<file path="src/rtl/throt_pkg.sv">
package throt_pkg;
  typedef enum logic [2:0] {
    S_NORM  = 3'd0,
    S_FDOWN = 3'd1,
    S_VDOWN = 3'd2,
    S_LOW   = 3'd3,
    S_VUP   = 3'd4,
    S_FUP   = 3'd5
  } tstate_e;
endpackage

</file>
<file path="src/rtl/cyc_timer.sv">
module cyc_timer #(
  parameter int unsigned LEN = 4
) (
  input  logic clk,
  input  logic rst_n,
  input  logic run,
  output logic done
);
  localparam int unsigned CW = (LEN > 1) ? $clog2(LEN) : 1;
  localparam logic [CW-1:0] LAST = CW'(LEN - 1);

  logic [CW-1:0] cnt;

  assign done = run && (cnt == LAST);

  always_ff @(posedge clk) begin
    if (!rst_n)      cnt <= '0;
    else if (!run)   cnt <= '0;
    else if (!done)  cnt <= cnt + 1'b1;
  end

  a_r7_count_bounded: assert property (@(posedge clk) disable iff (!rst_n)
    cnt <= LAST);
endmodule

</file>
<file path="src/rtl/vid_stepper.sv">
module vid_stepper #(
  parameter int unsigned VID_W = 6,
  parameter int unsigned DWELL = 4
) (
  input  logic             clk,
  input  logic             rst_n,
  input  logic             load,
  input  logic [VID_W-1:0] load_val,
  input  logic             run,
  input  logic [VID_W-1:0] target,
  output logic [VID_W-1:0] vid,
  output logic             at_tgt,
  output logic             step_ev
);
  localparam int unsigned DW = (DWELL > 1) ? $clog2(DWELL) : 1;
  localparam logic [DW-1:0] DLAST = DW'(DWELL - 1);

  logic [DW-1:0] dcnt;

  function automatic logic [VID_W-1:0] toward(input logic [VID_W-1:0] cur,
                                              input logic [VID_W-1:0] tgt);
    if (cur < tgt)      return cur + 1'b1;
    else if (cur > tgt) return cur - 1'b1;
    else                return cur;
  endfunction

  assign at_tgt  = (vid == target);
  assign step_ev = run && !at_tgt && (dcnt == DLAST);

  always_ff @(posedge clk) begin
    if (!rst_n) begin
      vid  <= '0;
      dcnt <= '0;
    end else if (load) begin
      vid  <= load_val;
      dcnt <= '0;
    end else if (run && !at_tgt) begin
      if (step_ev) begin
        vid  <= toward(vid, target);
        dcnt <= '0;
      end else begin
        dcnt <= dcnt + 1'b1;
      end
    end else begin
      dcnt <= '0;
    end
  end

  a_r5_single_step: assert property (@(posedge clk) disable iff (!rst_n)
    !load |=> (vid == $past(vid) || vid == $past(vid) + 1'b1 || vid == $past(vid) - 1'b1));
endmodule

</file>
<file path="src/rtl/irq_hold.sv">
module irq_hold #(
  parameter int unsigned N = 4
) (
  input  logic         clk,
  input  logic         rst_n,
  input  logic         blk,
  input  logic [N-1:0] req,
  output logic [N-1:0] pend
);
  logic [N-1:0] req_q;
  logic [N-1:0] held;
  logic [N-1:0] rise;

  assign rise = req & ~req_q;

  always_ff @(posedge clk) begin
    if (!rst_n) begin
      req_q <= '0;
      held  <= '0;
      pend  <= '0;
    end else begin
      req_q <= req;
      if (blk) begin
        held <= held | rise;
        pend <= '0;
      end else begin
        held <= '0;
        pend <= held | rise;
      end
    end
  end

  a_r4_quiet_in_blackout: assert property (@(posedge clk) disable iff (!rst_n)
    blk |=> (pend == '0));
endmodule

</file>
<file path="src/rtl/throt_seq.sv">
module throt_seq
  import throt_pkg::*;
#(
  parameter int unsigned RATIO_W      = 6,
  parameter int unsigned VID_W        = 6,
  parameter int unsigned IRQ_N        = 4,
  parameter int unsigned BLACKOUT_CYC = 625,
  parameter int unsigned DWELL_CYC    = 64,
  parameter int unsigned HYST_CYC     = 4096
) (
  input  logic               clk,
  input  logic               rst_n,
  input  logic               en,
  input  logic               hot,
  input  logic [RATIO_W-1:0] ratio_nom,
  input  logic [VID_W-1:0]   vid_nom,
  input  logic [RATIO_W-1:0] ratio_low,
  input  logic [VID_W-1:0]   vid_low,
  input  logic [IRQ_N-1:0]   irq_in,
  output logic [RATIO_W-1:0] ratio_out,
  output logic [VID_W-1:0]   vid_out,
  output logic               bus_block,
  output logic [IRQ_N-1:0]   irq_pend
);
  tstate_e state, state_nx;

  logic hot_eff;
  logic bl_run, bl_done;
  logic hy_run, hy_done;
  logic st_load, st_run, at_tgt, vid_step;
  logic [VID_W-1:0] vid_tgt, vid_r;

  assign hot_eff = en & hot;
  assign bl_run  = (state == S_FDOWN) || (state == S_FUP);
  assign hy_run  = (state == S_LOW) && !hot_eff;
  assign st_load = (state == S_NORM) || (state == S_FDOWN);
  assign st_run  = (state == S_VDOWN) || (state == S_VUP);
  assign vid_tgt = (state == S_VUP) ? vid_nom : vid_low;

  cyc_timer #(.LEN(BLACKOUT_CYC)) u_blk (
    .clk(clk), .rst_n(rst_n), .run(bl_run), .done(bl_done));

  cyc_timer #(.LEN(HYST_CYC)) u_hyst (
    .clk(clk), .rst_n(rst_n), .run(hy_run), .done(hy_done));

  vid_stepper #(.VID_W(VID_W), .DWELL(DWELL_CYC)) u_vid (
    .clk(clk), .rst_n(rst_n), .load(st_load), .load_val(vid_nom),
    .run(st_run), .target(vid_tgt), .vid(vid_r), .at_tgt(at_tgt),
    .step_ev(vid_step));

  irq_hold #(.N(IRQ_N)) u_irq (
    .clk(clk), .rst_n(rst_n), .blk(bus_block), .req(irq_in), .pend(irq_pend));

  always_comb begin
    state_nx = state;
    unique case (state)
      S_NORM:  if (hot_eff) state_nx = S_FDOWN;
      S_FDOWN: if (bl_done) state_nx = S_VDOWN;
      S_VDOWN: if (at_tgt)  state_nx = S_LOW;
      S_LOW:   if (hy_done) state_nx = S_VUP;
      S_VUP: begin
        if (hot_eff)     state_nx = S_VDOWN;
        else if (at_tgt) state_nx = S_FUP;
      end
      S_FUP:   if (bl_done) state_nx = S_NORM;
      default: state_nx = S_NORM;
    endcase
  end

  always_ff @(posedge clk) begin
    if (!rst_n) state <= S_NORM;
    else        state <= state_nx;
  end

  assign bus_block = bl_run;
  assign ratio_out = ((state == S_NORM) || (state == S_FUP)) ? ratio_nom : ratio_low;
  assign vid_out   = st_load ? vid_nom : vid_r;

  a_r2_no_step_in_blackout: assert property (@(posedge clk) disable iff (!rst_n)
    bus_block |-> !vid_step);

  a_r3_ratio_moves_in_blackout: assert property (@(posedge clk) disable iff (!rst_n)
    (ratio_out != $past(ratio_out)) |-> bus_block);

  a_r9_disabled_holds: assert property (@(posedge clk) disable iff (!rst_n)
    (!en && state == S_NORM) |=> (state == S_NORM));

  a_r11_reverse_no_block: assert property (@(posedge clk) disable iff (!rst_n)
    (state == S_VUP && hot_eff) |=> !bus_block);

  a_r6_walk_unblocked: assert property (@(posedge clk) disable iff (!rst_n)
    vid_step |-> !bus_block);
endmodule

</file>
<file path="config.mk">
export PLATFORM = sky130hd
export DESIGN_NAME = throt_seq
export DESIGN_NICKNAME = d
export VERILOG_FILES = /design/src/rtl/throt_pkg.sv /design/src/rtl/cyc_timer.sv /design/src/rtl/vid_stepper.sv /design/src/rtl/irq_hold.sv /design/src/rtl/throt_seq.sv
export SDC_FILE = /design/constraint.sdc
export NUM_CORES = 1
export LEC_CHECK = 0
export ABC_AREA = 1
export BUFFER_PORTS_ARGS = -buffer_cell sky130_fd_sc_hd__buf_4
export CAP_MARGIN = 0
export CORE_MARGIN = 4
export CORE_UTILIZATION = 50
export DETAILED_ROUTE_END_ITERATION = 8
export PLACE_DENSITY = 0.72
export SYNTH_ARGS = -nofsm -noshare
export SYNTH_HDL_FRONTEND = slang
export SYNTH_HIERARCHICAL = 1
export SYNTH_SLANG_ARGS = --single-unit
</file>
<file path="constraint.sdc">
create_clock -name clk -period 3.5 [get_ports clk]
set_input_delay 0.35 -clock clk [delete_from_list [all_inputs] [get_ports clk]]
set_output_delay 0.35 -clock clk [all_outputs]
set_load 0.005 [all_outputs]
</file>
==> metrics <==
outcome completed; Inst Count DP 586; CP required about 3.7 ns; Post-DP Area roughly 3500 um^2; worst path cell trace nor2_1 > nand2_2 > nand2_1 > o21ai_0 > inv_1 > ha_1 > a21oi_1 > nand3_1 > ha_1 > a21oi_1 > nand2_1 > or2_2 > nand3_1 > nand2_1 > nand2_1 > a21oi_1; GPL Wtd Cong 0.9197; Util after Layout roughly 61%; peak supply drop around 0.4 mV; Int Pwr between 1 and 1.5 mW; GR Overflow Total 0; Post-Synthesis Cell Area 3103 um^2; CTS Hold Bufs 0; endpoints failing setup 0; Pre-Repair DR Iteration Count 4; Max-Slew Margin vs Limit between 60% and 70%; Max Fclk 0.3169 GHz; worst skew pair latency 0.30 ns; # port buffers 48; Reg power frac 29.4%; Clock Path Buffers 2; Final Instance Count excl. Fillers 594; Die W slightly below 90 um; Placeable Area just under 6000 um^2; largest net degree at the start of global routing 20; CP Buf/Inv Count 1; Total GRT Usage between 10% and 20%; Combinational Power Share 53.3%; slowest CP cell dfxtp_1; Die Footprint 7530 um^2; number of global-route vias before repair 2736; crit path DAT around 3.4 ns; clock root buffer clkbuf_8; starting density of the core 52.10%; first-pass GRT wire length about 11 mm; total CTS buffers 5; final critical-path required period 3.156 ns; # resized after CTS 0; WL/cell around 11 um; Top delay family on crit path simple AND/OR/NAND/NOR gates; Clock power frac 17.3%; CTS sink cnt 49; Routed Antenna Nets 0; crit path capture type flop; htree depth 2; Cells after Synth roughly 470; # rows 28; share of layout cells above drive strength 1 17.73%; worst min path class in -> reg; Pwr Density about 650 nW/um^2; Syn Area/Cell 6.644 um^2; drt total wl 6.259 mm; initial antenna violation count 0; LEAKAGE between 1.5 and 2 nW; Clock Skew around 0.0077 ns; vias just under 3000; hpwl dp 5.008 mm; DRT iter0 DRCs 127; Max Cap Viol 0; cell mode on critical path nand2_1; Fin. Hold Viols 0; fin. max-slew vios 0; syn nets approximately 510; DR DRC count 0; sw power ~1000 uW; Crit path largest cell delay about 0.56 ns; final instance area 3649 um^2; Least-Margin Pin Slew roughly 0.47 ns; setup bufs post-CTS 0; vias per cell 4.879; Die Y between 80 and 90 um; Clock Pin Slew Worst Setup and Hold Paths roughly 0.09 ns; unrepaired setup endpoints after global routing no; crit start category flop; Synth warnings 6; Ant. Diodes 0; WS Path Type reg -> reg; area delta synth->final 17.58%; worst-path maximum fanout 14; CTS tree done; Post-Route Setup TNS 0 ns; Sw Ratio roughly 42%; fin nets approximately 570; period utilisation layout between 90% and 100%; io pins 49
-- worst paths after layout --
check | startpoint | end | slack [ns] | cells after the start
min | irq_in[3] | u_irq/req_q[3] | 0.23 | 3
max reg2reg | state[1] | u_vid/vid[4] | 0.34 | 16
max | state[1] | u_vid/vid[4] | 0.34 | 16
min reg2reg | u_vid/dcnt[0] | u_vid/dcnt[0] | 0.45 | 1
-- cells in the final DEF, fill, tap and decap left out, types with 2 or more instances in the layout --
cell      count
xnor2_1       5
inv_1        79
nand3_2       2
nor2_1       59
clkbuf_8      5
nand2_1     112
nand3_1      32
o21ai_0      17
nand3_4       4
nor2_4        7
xor2_1        5
buf_4        50
nor2_2        3
nor3_1        3
ha_1         14
inv_2         6
nand2_2       5
a21oi_1      32
o21ai_1       5
dfxtp_1      49
nand4_1       9
-- layer usage --
layer / routed length (um) / GRT usage [%] / vias to the layer above / part of all wire, %
li1: - / - / 1565 / -
met1: 2958 / 22.64 / 1277 / 47
met2: 2990 / 31.64 / 49 / 48
met3: 243 / 3.897 / 7 / 3.9
met4: 68 / 6.232 / 0 / 1.1
met5: 0 / 0 / - / 0
-- area by class of cell --
cell class / count / area (um^2)
clock buffers: 5 / 68.82
repair buffers: 50 / 375.4
well taps: 75 / 93.84
inverters: 85 / 319.1
multi-input cells: 327 / 1767
flip-flops and latches: 49 / 980.9
clock inverters: 3 / 43.79
fillers: 582 / 2307
-- tightest hold or removal path: cells and delay by family --
| family | cells | cell delay, ns |
|---|---|---|
| buffers and inverters | 2 | 0.12 |
| AND/OR/NAND/NOR | 1 | 0.04 |
-- per-stage QoR --
stage / worst slack [ns] / hold slack, ns / total power, mW
2_1_floorplan: 0.6053 / 0.4176 / 1.594
3_3_place_gp: 0.4168 / 0.4351 / 1.941
3_5_place_dp: 0.2802 / 0.4393 / 1.962
4_1_cts: 0.2670 / 0.2215 / 2.378
5_1_grt: 0.04794 / 0.2259 / 2.602
6_report: 0.3440 / 0.2319 / 2.365
-- power by group through the flow --
stage          sequential (mW)  clock, mW  combinational (mW)
5_1_grt                  0.705      0.445                1.45
6_report                 0.695      0.410                1.26
3_3_place_gp             0.704          0                1.24
2_1_floorplan            0.673          0               0.922
4_1_cts                  0.693      0.423                1.26
3_5_place_dp             0.707          0                1.26
-- sequential cells by signal, summed over array words and instances (netlist names) --
name         flops
u_blk/cnt       10
u_vid/dcnt       6
u_irq/pend       4
u_vid/vid        6
u_irq/req_q      4
state            3
u_hyst/cnt      12
u_irq/held       4
No activity file was read; power rests on OpenSTA's default activity.
